$ cat config.mk
export PLATFORM = sky130hd
export DESIGN_NAME = spi_cs_master
export DESIGN_NICKNAME = d
export VERILOG_FILES = /design/src/rtl/spi_cs_pkg.sv /design/src/rtl/spi_cs_fifo.sv /design/src/rtl/spi_cs_engine.sv /design/src/rtl/spi_cs_master.sv
export SDC_FILE = /design/constraint.sdc
export NUM_CORES = 1
export LEC_CHECK = 0
export BUFFER_PORTS_ARGS = -buffer_cell sky130_fd_sc_hd__buf_2
export CAP_MARGIN = 5
export CORE_UTILIZATION = 53
export CTS_BUF_LIST = sky130_fd_sc_hd__clkbuf_8
export DETAILED_ROUTE_END_ITERATION = 8
export HOLD_SLACK_MARGIN = 0.1
export MAX_ROUTING_LAYER = met4
export PLACE_DENSITY = 0.75
export RECOVER_POWER = 100
export SLEW_MARGIN = 0
export SYNTH_ARGS = -nofsm -noshare
export SYNTH_HDL_FRONTEND = slang
export SYNTH_SLANG_ARGS = --single-unit
export TNS_END_PERCENT = 1
$ cat constraint.sdc
create_clock -name clk -period 6 [get_ports clk]
set_clock_uncertainty 0.05 [all_clocks]
set_input_delay 0.3 -clock clk [delete_from_list [all_inputs] [get_ports clk]]
set_output_delay 0.3 -clock clk [all_outputs]
set_load 0.02 [all_outputs]
$ cat src/rtl/spi_cs_pkg.sv
package spi_cs_pkg;
  localparam int WORD_W = 9;

  typedef enum logic [2:0] {
    ST_IDLE,
    ST_LEAD,
    ST_READY,
    ST_SHIFT,
    ST_LAG
  } eng_state_t;
endpackage

$ cat src/rtl/spi_cs_fifo.sv
module spi_cs_fifo #(
  parameter int W     = 9,
  parameter int DEPTH = 16
) (
  input  logic                     clk,
  input  logic                     rst_n,
  input  logic                     push_i,
  input  logic [W-1:0]             data_i,
  input  logic                     pop_i,
  output logic [W-1:0]             data_o,
  output logic                     full_o,
  output logic                     empty_o,
  output logic [$clog2(DEPTH):0]   count_o
);
  localparam int AW = $clog2(DEPTH);
  localparam int CW = AW + 1;

  logic [W-1:0]  mem [DEPTH];
  logic [AW-1:0] wptr, rptr, wptr_n, rptr_n;
  logic [CW-1:0] cnt, cnt_n;
  logic          wr_ok, rd_ok;

  always_comb begin
    wr_ok  = push_i && (cnt != CW'(DEPTH));
    rd_ok  = pop_i && (cnt != '0);
    wptr_n = wptr;
    rptr_n = rptr;
    cnt_n  = cnt;
    if (wr_ok) wptr_n = (wptr == AW'(DEPTH - 1)) ? '0 : wptr + 1'b1;
    if (rd_ok) rptr_n = (rptr == AW'(DEPTH - 1)) ? '0 : rptr + 1'b1;
    if (wr_ok && !rd_ok) cnt_n = cnt + 1'b1;
    else if (rd_ok && !wr_ok) cnt_n = cnt - 1'b1;
  end

  always_ff @(posedge clk or negedge rst_n) begin
    if (!rst_n) begin
      wptr <= '0;
      rptr <= '0;
      cnt  <= '0;
    end else begin
      wptr <= wptr_n;
      rptr <= rptr_n;
      cnt  <= cnt_n;
    end
  end

  always_ff @(posedge clk) begin
    if (wr_ok) mem[wptr] <= data_i;
  end

  assign data_o  = mem[rptr];
  assign full_o  = (cnt == CW'(DEPTH));
  assign empty_o = (cnt == '0);
  assign count_o = cnt;
endmodule

$ cat src/rtl/spi_cs_engine.sv
module spi_cs_engine
  import spi_cs_pkg::*;
#(
  parameter int DIV_W   = 8,
  parameter int CS_LEAD = 3,
  parameter int CS_LAG  = 1
) (
  input  logic              clk,
  input  logic              rst_n,
  input  logic              active_i,
  input  logic              len9_i,
  input  logic [DIV_W-1:0]  half_i,
  input  logic              tx_empty_i,
  input  logic [WORD_W-1:0] tx_data_i,
  output logic              tx_pop_o,
  input  logic              rx_full_i,
  output logic              rx_push_o,
  output logic [WORD_W-1:0] rx_data_o,
  output logic              sclk_o,
  output logic              mosi_o,
  input  logic              miso_i,
  output logic              cs_n_o,
  output logic              done_o
);
  localparam int TW = $clog2(CS_LEAD + CS_LAG + 1) + 1;

  eng_state_t        st, st_n;
  logic [TW-1:0]     cnt, cnt_n;
  logic [DIV_W-1:0]  hc, hc_n, half_eff;
  logic              ph, ph_n;
  logic [3:0]        bitc, bitc_n;
  logic [WORD_W-1:0] tsh, tsh_n, rsh, rsh_n;
  logic              done, done_n;
  logic              last_bit;

  always_comb begin
    half_eff  = (half_i == '0) ? DIV_W'(1) : half_i;
    last_bit  = (bitc == (len9_i ? 4'd8 : 4'd7));
    st_n      = st;
    cnt_n     = cnt;
    hc_n      = hc;
    ph_n      = ph;
    bitc_n    = bitc;
    tsh_n     = tsh;
    rsh_n     = rsh;
    done_n    = done;
    tx_pop_o  = 1'b0;
    rx_push_o = 1'b0;
    case (st)
      ST_IDLE: begin
        if (active_i) begin
          st_n   = ST_LEAD;
          cnt_n  = '0;
          done_n = 1'b0;
        end
      end
      ST_LEAD: begin
        if (cnt == TW'(CS_LEAD - 1)) st_n = ST_READY;
        else cnt_n = cnt + 1'b1;
      end
      ST_READY: begin
        if (!tx_empty_i && !rx_full_i) begin
          tx_pop_o = 1'b1;
          tsh_n    = tx_data_i;
          st_n     = ST_SHIFT;
          hc_n     = '0;
          ph_n     = 1'b0;
          bitc_n   = '0;
        end else if (!active_i && tx_empty_i) begin
          st_n  = ST_LAG;
          cnt_n = '0;
        end
      end
      ST_SHIFT: begin
        if (hc == half_eff - 1'b1) begin
          hc_n = '0;
          if (!ph) begin
            ph_n  = 1'b1;
            rsh_n = {rsh[WORD_W-2:0], miso_i};
          end else begin
            ph_n = 1'b0;
            if (last_bit) begin
              rx_push_o = 1'b1;
              st_n      = ST_READY;
            end else begin
              bitc_n = bitc + 1'b1;
              tsh_n  = {tsh[WORD_W-2:0], 1'b0};
            end
          end
        end else begin
          hc_n = hc + 1'b1;
        end
      end
      ST_LAG: begin
        if (cnt == TW'(CS_LAG - 1)) begin
          st_n   = ST_IDLE;
          done_n = 1'b1;
        end else begin
          cnt_n = cnt + 1'b1;
        end
      end
      default: st_n = ST_IDLE;
    endcase
  end

  always_ff @(posedge clk or negedge rst_n) begin
    if (!rst_n) begin
      st   <= ST_IDLE;
      cnt  <= '0;
      hc   <= '0;
      ph   <= 1'b0;
      bitc <= '0;
      tsh  <= '0;
      rsh  <= '0;
      done <= 1'b0;
    end else begin
      st   <= st_n;
      cnt  <= cnt_n;
      hc   <= hc_n;
      ph   <= ph_n;
      bitc <= bitc_n;
      tsh  <= tsh_n;
      rsh  <= rsh_n;
      done <= done_n;
    end
  end

  assign cs_n_o    = (st == ST_IDLE);
  assign sclk_o    = (st == ST_SHIFT) && ph;
  assign mosi_o    = (st == ST_SHIFT) && (len9_i ? tsh[8] : tsh[7]);
  assign rx_data_o = len9_i ? rsh : {1'b0, rsh[7:0]};
  assign done_o    = done;
endmodule

$ cat src/rtl/spi_cs_master.sv
module spi_cs_master
  import spi_cs_pkg::*;
#(
  parameter int DEPTH   = 16,
  parameter int DIV_W   = 8,
  parameter int CS_LEAD = 3,
  parameter int CS_LAG  = 1
) (
  input  logic              clk,
  input  logic              rst_n,
  input  logic              active_i,
  input  logic              cfg_we_i,
  input  logic [3:0]        cfg_len_i,
  input  logic [DIV_W-1:0]  div_i,
  input  logic              tx_push_i,
  input  logic [8:0]        tx_data_i,
  input  logic              rx_pop_i,
  output logic [8:0]        rx_data_o,
  output logic              tx_full_o,
  output logic              tx_empty_o,
  output logic              rx_full_o,
  output logic              rx_empty_o,
  output logic              done_o,
  output logic              word_len9_o,
  output logic              irq_o,
  output logic              sclk_o,
  output logic              mosi_o,
  input  logic              miso_i,
  output logic              cs_n_o
);
  localparam int CW   = $clog2(DEPTH) + 1;
  localparam int HALF = DEPTH / 2;

  logic              len9, len9_n;
  logic [CW-1:0]     tx_cnt, rx_cnt;
  logic [WORD_W-1:0] eng_tx_data, eng_rx_data;
  logic              eng_tx_pop, eng_rx_push;

  always_comb begin
    len9_n = len9;
    if (cfg_we_i && cs_n_o) begin
      if (cfg_len_i == 4'd8) len9_n = 1'b0;
      else if (cfg_len_i == 4'd9) len9_n = 1'b1;
    end
  end

  always_ff @(posedge clk or negedge rst_n) begin
    if (!rst_n) len9 <= 1'b0;
    else        len9 <= len9_n;
  end

  spi_cs_fifo #(.W(WORD_W), .DEPTH(DEPTH)) u_tx_fifo (
    .clk(clk), .rst_n(rst_n),
    .push_i(tx_push_i), .data_i(tx_data_i),
    .pop_i(eng_tx_pop), .data_o(eng_tx_data),
    .full_o(tx_full_o), .empty_o(tx_empty_o), .count_o(tx_cnt)
  );

  spi_cs_fifo #(.W(WORD_W), .DEPTH(DEPTH)) u_rx_fifo (
    .clk(clk), .rst_n(rst_n),
    .push_i(eng_rx_push), .data_i(eng_rx_data),
    .pop_i(rx_pop_i), .data_o(rx_data_o),
    .full_o(rx_full_o), .empty_o(rx_empty_o), .count_o(rx_cnt)
  );

  spi_cs_engine #(.DIV_W(DIV_W), .CS_LEAD(CS_LEAD), .CS_LAG(CS_LAG)) u_engine (
    .clk(clk), .rst_n(rst_n),
    .active_i(active_i), .len9_i(len9), .half_i(div_i),
    .tx_empty_i(tx_empty_o), .tx_data_i(eng_tx_data), .tx_pop_o(eng_tx_pop),
    .rx_full_i(rx_full_o), .rx_push_o(eng_rx_push), .rx_data_o(eng_rx_data),
    .sclk_o(sclk_o), .mosi_o(mosi_o), .miso_i(miso_i),
    .cs_n_o(cs_n_o), .done_o(done_o)
  );

  assign word_len9_o = len9;
  assign irq_o       = done_o || (active_i && ((rx_cnt != '0) || (tx_cnt <= CW'(HALF))));
endmodule

== Yosys cells after proc, flatten, opt, wreduce, memory -nomap -nowiden ==
Memory sizes are Yosys's and may differ from the RTL's.
Cells that the tools add are included.
Storage, ports and cells
  flip-flop bits (word level): 66
  RAM bits: 288
  input port bits: 28
  output and inout bits: 19
  memories: 2
Memory list
  u_rx_fifo.mem: depth 16, bits a word 9, rd ports 1, clocked after memory_dff 0, wr ports 1, line spi_cs_fifo.sv:18  | logic [W-1:0] mem [DEPTH];
  u_tx_fifo.mem: depth 16, bits a word 9, rd ports 1, clocked after memory_dff 0, wr ports 1, line spi_cs_fifo.sv:18
Cells by class
  $add $sub $neg: 12
  magnitude comparators: 1
  eq/ne operators: 30
  multiplexer cells: 59
  bitwise gates (word level): 1
  reduce and logical (&&, ||, !) cells: 44
Operators by type and width (number)
  2-to-1 mux 4 bit: 14
  2-to-1 mux 9 bit: 5
  adder 4 x 1 -> 4 bit (second input constant): 6
  == test 4 bit (second input constant): 6
  2-to-1 mux 3 bit: 8
  2-to-1 mux 8 bit: 3
  2-to-1 mux 5 bit: 4
  2-to-1 mux 1 bit: 18
  one-hot mux 9 bit (2 select lines): 1
  one-hot mux 4 bit (4 select lines): 1
  one-hot mux 8 bit (2 select lines): 1
  one-hot mux 3 bit (5 select lines): 1
  logical AND 1 bit: 14
  != test 2 x 1 -> 1 bit (second input constant): 7
  adder 5 x 1 -> 5 bit (second input constant): 2
  == test 5 bit (second input constant): 2
  zero test 5 bit: 2
  != test 2 bit (second input constant): 5
  != test 5 bit (second input constant): 2
  nonzero test 2 bit: 5
  nonzero test 5 bit: 2
  subtractor 5 x 1 -> 5 bit (second input constant): 2
  AND reduction 3 bit: 3
  adder 8 x 1 -> 8 bit (second input constant): 1
  other kinds (22): 32

== Logic depth before layout (Yosys ltp) ==
  depth in word-level cells: 11
  gate-level depth with buffers: 16
  mapped depth without buffers: 15

== Modules after synthesis ==
From an unflattened synthesis, not the netlist that was laid out.
Unflattened totals
  cells, all modules: 941
  area total of the unflattened synthesis: 15277.2 um^2
By module, submodules not included
  spi_cs_fifo: instances 2, cells each 338, area each 6413.7 um^2, seq. area each 4649.5 um^2
  spi_cs_engine: instances 1, cells each 256, area each 2368.5 um^2, seq. area each 975.9 um^2
  spi_cs_master: instances 1, cells each 9, area each 81.3 um^2, seq. area each 25.0 um^2

== Least setup slack after synthesis ==
No wires, ideal clock.
  path type: input to register
  from: input port div_i[2]
  to: register u_rx_fifo.cnt[4], in the netlist u_rx_fifo.count_o[4]
  arrival time: 3.467 ns
  slack: 2.357 ns
  stages on the path: 16
  cell sequence: nor4_1 -> a21oi_1 -> ha_1 -> or3b_1 -> and3b_1 -> o311ai_0 -> a2111oi_0 -> buf_2 -> ha_1 -> inv_1 -> fa_1 -> a21o_1 -> a21oi_1 -> xnor2_1 -> nor2_1 -> xor2_1
Between the ends
  word-level cells in the longest chain between the ends: 10
  elaborated cells on any way between the ends: 12
  classes of those cells: 1 x add/sub; 1 x eq/ne; 4 x mux; 6 x reduce/logical
RTL lines
  start, declared: line spi_cs_master.sv:14  | input logic [DIV_W-1:0] div_i,
  zero test 8 bit: line spi_cs_engine.sv:37  | half_eff = (half_i == '0) ? DIV_W'(1) : half_i;
  2-to-1 mux 8 bit *: line spi_cs_engine.sv:37
  subtractor 8 x 1 -> 8 bit *: line spi_cs_engine.sv:75  | if (hc == half_eff - 1'b1) begin
  == test 8 bit *: line spi_cs_engine.sv:75
  2-to-1 mux 1 bit *: line spi_cs_engine.sv:75
  2-to-1 mux 1 bit *: line spi_cs_engine.sv:49  | case (st)
  logical AND 1 bit *: line spi_cs_fifo.sv:24  | wr_ok = push_i && (cnt != CW'(DEPTH));
  net u_rx_fifo.wr_ok: line spi_cs_fifo.sv:21  | logic wr_ok, rd_ok;
  zero test 1 bit: line spi_cs_fifo.sv:32  | else if (rd_ok && !wr_ok) cnt_n = cnt - 1'b1;
  logical AND 1 bit: line spi_cs_fifo.sv:32
  nonzero test 2 bit (no line)
  end signal, assigned: line spi_cs_fifo.sv:43  | cnt <= cnt_n;
  end, declared: line spi_cs_fifo.sv:20  | logic [CW-1:0] cnt, cnt_n;
Mark *: on every way through the listed nets, which the timed path passes. The rest lies on a longest branch.
A chain may end at the register's enable or synchronous reset.

== Final worst setup path ==
  from: register u_rx_fifo.rptr[0]
  to: output port rx_data_o[3]
Between the ends
  word-level cells in the longest chain between the ends: 1
RTL lines
  start, declared: line spi_cs_fifo.sv:19  | logic [AW-1:0] wptr, rptr, wptr_n, rptr_n;
  start signal, assigned: line spi_cs_fifo.sv:42  | rptr <= rptr_n;
  memory read (16 x 9 bit)
  end, declared: line spi_cs_master.sv:18  | output logic [8:0] rx_data_o,
No other way between the ends.

==> out/results.txt <==
# setup viols final: 0
DRT Pass-1 Iters: 5
Detailed Route Iter0 Violations: 504
Post-synth EDFFs: 288
Total GRT Usage: 20.46%
largest net degree at the start of global routing: 67
peak supply drop: 0.2244 mV
overflow left after global routing: 0
fmax: 0.2145 GHz
CTS sink cnt: 354
final period utilization: 77.70%
most common cell in the synthesized netlist: edfxtp_1
critical path launch point: u_rx_fifo.rptr[0]$_DFFE_PN0P_
Async SR Flop Fraction: 18.64%
share of cells above drive strength 1: 21.24%
initial antenna violation count: 0
Commonest cells post-synth: 288 x edfxtp_1, 89 x mux4_2, 66 x dfrtp_1, 49 x nand2_1, 41 x nor2_1
Avg WL per Cell: 19.98 um
Final Max Tran Viols: 106
CTS max path bufs: 3
Yosys top cell area share: 57.87%
die area: 0.02887 sq mm
hpwl dp: 17.89 mm
worst path cell trace: clkbuf_1, mux4_2, mux4_2, clkbuf_1
port bufs: 46
Hold Violations, Final: 0
Core Region: 0.02778 sq mm
RD Place Congestion: 0.8443
multi-input logic area: 0.004385 sq mm
DIE HEIGHT: 169.9 um
CP Class: reg -> out
DRT antenna net count: 0
Synth area leader: edfxtp_1
# H-tree levels: 2
crit start category: register
Worst setup EP type: output pin
Root Buffer: clkbuf_8
hold path start: tx_push_i
sum of negative setup slack: 0 ns
CP Depth: 4
total CTS buffers: 55
violated checks: max-capacitance violations, max-slew violations
R2R Setup Slk: 1.70 ns
Hold Path Sink: u_tx_fifo.wptr[1]$_DFFE_PN0P_
CP max stage cell: clkbuf_1
largest cells by area after synthesis: edfxtp_1 58%, mux4_2 13%, dfrtp_1 11%
Worst Slack Setup Final: 1.338 ns
critical path's top delay family: buffers and inverters
Cells after DPL: 1247
R2R depth: 6
most used flip-flop cell after synthesis: edfxtp_1
Synth Cell Area: 0.01494 sq mm
Reg-to-Reg Start: u_engine.hc[5]$_DFFE_PN0P_
Worst path max stage delay: 1.67 ns
area grow syn2layout: 11.15%
measured slew at the worst slew-check pin: 3.656 ns
Worst EP required: 5.65 ns
via count: 7804
CP bufs+invs: 2
fill cell count: 2123
post-synth cell types: 64
number of antenna diodes: 0
#FFs+latches synth: 354
Leak: 5.805 nW
Min-Delay Path Depth: 4
pre-CTS setup slack: 1.472 ns
first-pass GRT wire length: 43.80 mm
final core occ: 59.79%
clock transition at the registers of the reported paths: 0.06 ns
vias in the first global route: 8004
max_cap viols: 4
Post-CTS Resized: 0
non-filler cells, final: 1362
Die Width: 169.9 um
minimum clock period: 4.662 ns
routed wire length: 27.21 mm
synth warn: 0
Syn Nets: 905
RR Endpoint: u_engine.rsh[0]$_DFFE_PN0P_
FF/Latch Area: 0.01030 sq mm
crit path DAT: 4.31 ns
Mean Syn Cell Area: 17.56 sq um
Max-slew headroom: -143.7%
Synth Instances: 851
worst hold slack: 0.2445 ns
Final #Nets: 995
Hold WC Path Type: in -> reg
vias per inst: 5.730
register area share after synthesis: 68.93%
Initial Utilization: 53.79%
outcome: finished with violations
PwrDens: 349.4 mW/mm^2
TritonCTS clock tree: built
DRC: 0
clock latency on the worst-skew pair: 0.59 ns
Critical Path Fanout Max: 28
row cnt: 61
IO Count: 47
unrepaired setup endpoints after global routing: false
cell families (layout without fill, tap and decap cells):
| group | after synthesis | in the layout | share of synthesized area, % |
|---|---|---|---|
| compound gates | 94 | 94 | 4.647 |
| xor+xnor | 22 | 22 | 1.289 |
| fa+ha+maj | 26 | 26 | 2.278 |
| buf+inv | 59 | 192 | 1.532 |
| flops | 354 | 354 | 68.93 |
| mux | 108 | 108 | 14.79 |
| simple gates | 188 | 188 | 6.539 |
sequential cells by signal, indices dropped and copies added (netlist names), 3 cells and up:
name,flops
u_rx_fifo.mem,144
u_tx_fifo.mem,144
u_engine.rsh,9
u_engine.tsh,9
u_engine.hc,8
u_rx_fifo.count_o,5
u_tx_fifo.count_o,5
u_engine.bitc,4
u_engine.cnt,4
u_rx_fifo.rptr,4
u_rx_fifo.wptr,4
u_tx_fifo.rptr,4
u_tx_fifo.wptr,4
u_engine.st,3
power breakdown:
part / leakage (nW) / switching (mW) / internal [mW] / total [mW]
sequential: 3.52 / 0.218 / 2.85 / 3.07
combinational: 1.72 / 0.504 / 0.453 / 0.957
clock: 0.568 / 0.891 / 0.882 / 1.77
placed cells by master, fill, tap and decap left out, types with 13 or more instances in the layout:
cell / Yosys / layout
a21oi_1: 17 / 17
buf_2: 5 / 20
clkbuf_1: 21 / 34
clkbuf_8: 0 / 57
clkinv_1: 1 / 18
dfrtp_1: 66 / 64
dlygate4sd3_1: 0 / 15
edfxtp_1: 288 / 288
ha_1: 24 / 24
inv_1: 19 / 39
mux4_2: 89 / 89
nand2_1: 49 / 49
nand2b_1: 14 / 14
nand3_1: 13 / 13
nor2_1: 41 / 41
nor3_1: 19 / 19
o21ai_0: 26 / 26
xnor2_1: 16 / 16
per-stage QoR:
| step | area [sq um] | power [mW] |
|---|---|---|
| final | 16610 | 5.803 |
| after global routing | 16610 | 6.094 |
| after CTS | 16720 | 5.883 |
| after detailed placement | 15600 | 4.102 |
| after global placement | 15600 | 4.057 |
| after floorplan | 14940 | 3.805 |
how the worst max path moves through the flow:
stage                                            end  slack, ns
floorplan           u_rx_fifo.count_o[4]$_DFFE_PN0P_       2.36
CTS                 u_rx_fifo.count_o[4]$_DFFE_PN0P_       2.08
global placement    u_rx_fifo.count_o[4]$_DFFE_PN0P_       1.62
finish                                  rx_data_o[3]       1.34
detailed placement  u_rx_fifo.count_o[4]$_DFFE_PN0P_       1.47
global route                            rx_data_o[3]       0.93
per-layer routing:
layer  wire length, um  global-route usage [%]  up-vias
met4               418                   5.092        0
met2             14020                   33.80      192
met3              1247                   3.535       38
met1             11530                   26.55     3992
li1                  -                       -     3582
met5                 0                       -        -
tightest hold or removal path: cells and delay by family:
family	cells	cell delay, ns
and+or+nand+nor	2	0.39
AOI/OAI and AO/OA	1	0.06
buffers and inverters	1	0.09
area by class of cell:
cell class / instances / share of cell area [%]
clock inverter: 43 / 1.137
clock buffer: 57 / 4.723
multi-input combinational: 438 / 26.40
tap: 378 / 2.847
timing repair buffer: 72 / 2.411
sequential: 354 / 62.03
inverter: 20 / 0.4520
timing repair:
item	CTS	global route
hold buffers	15	0
endpoints found under the hold margin	214	0
setup buffers	0	0
Power figures use the tool's default switching activity.
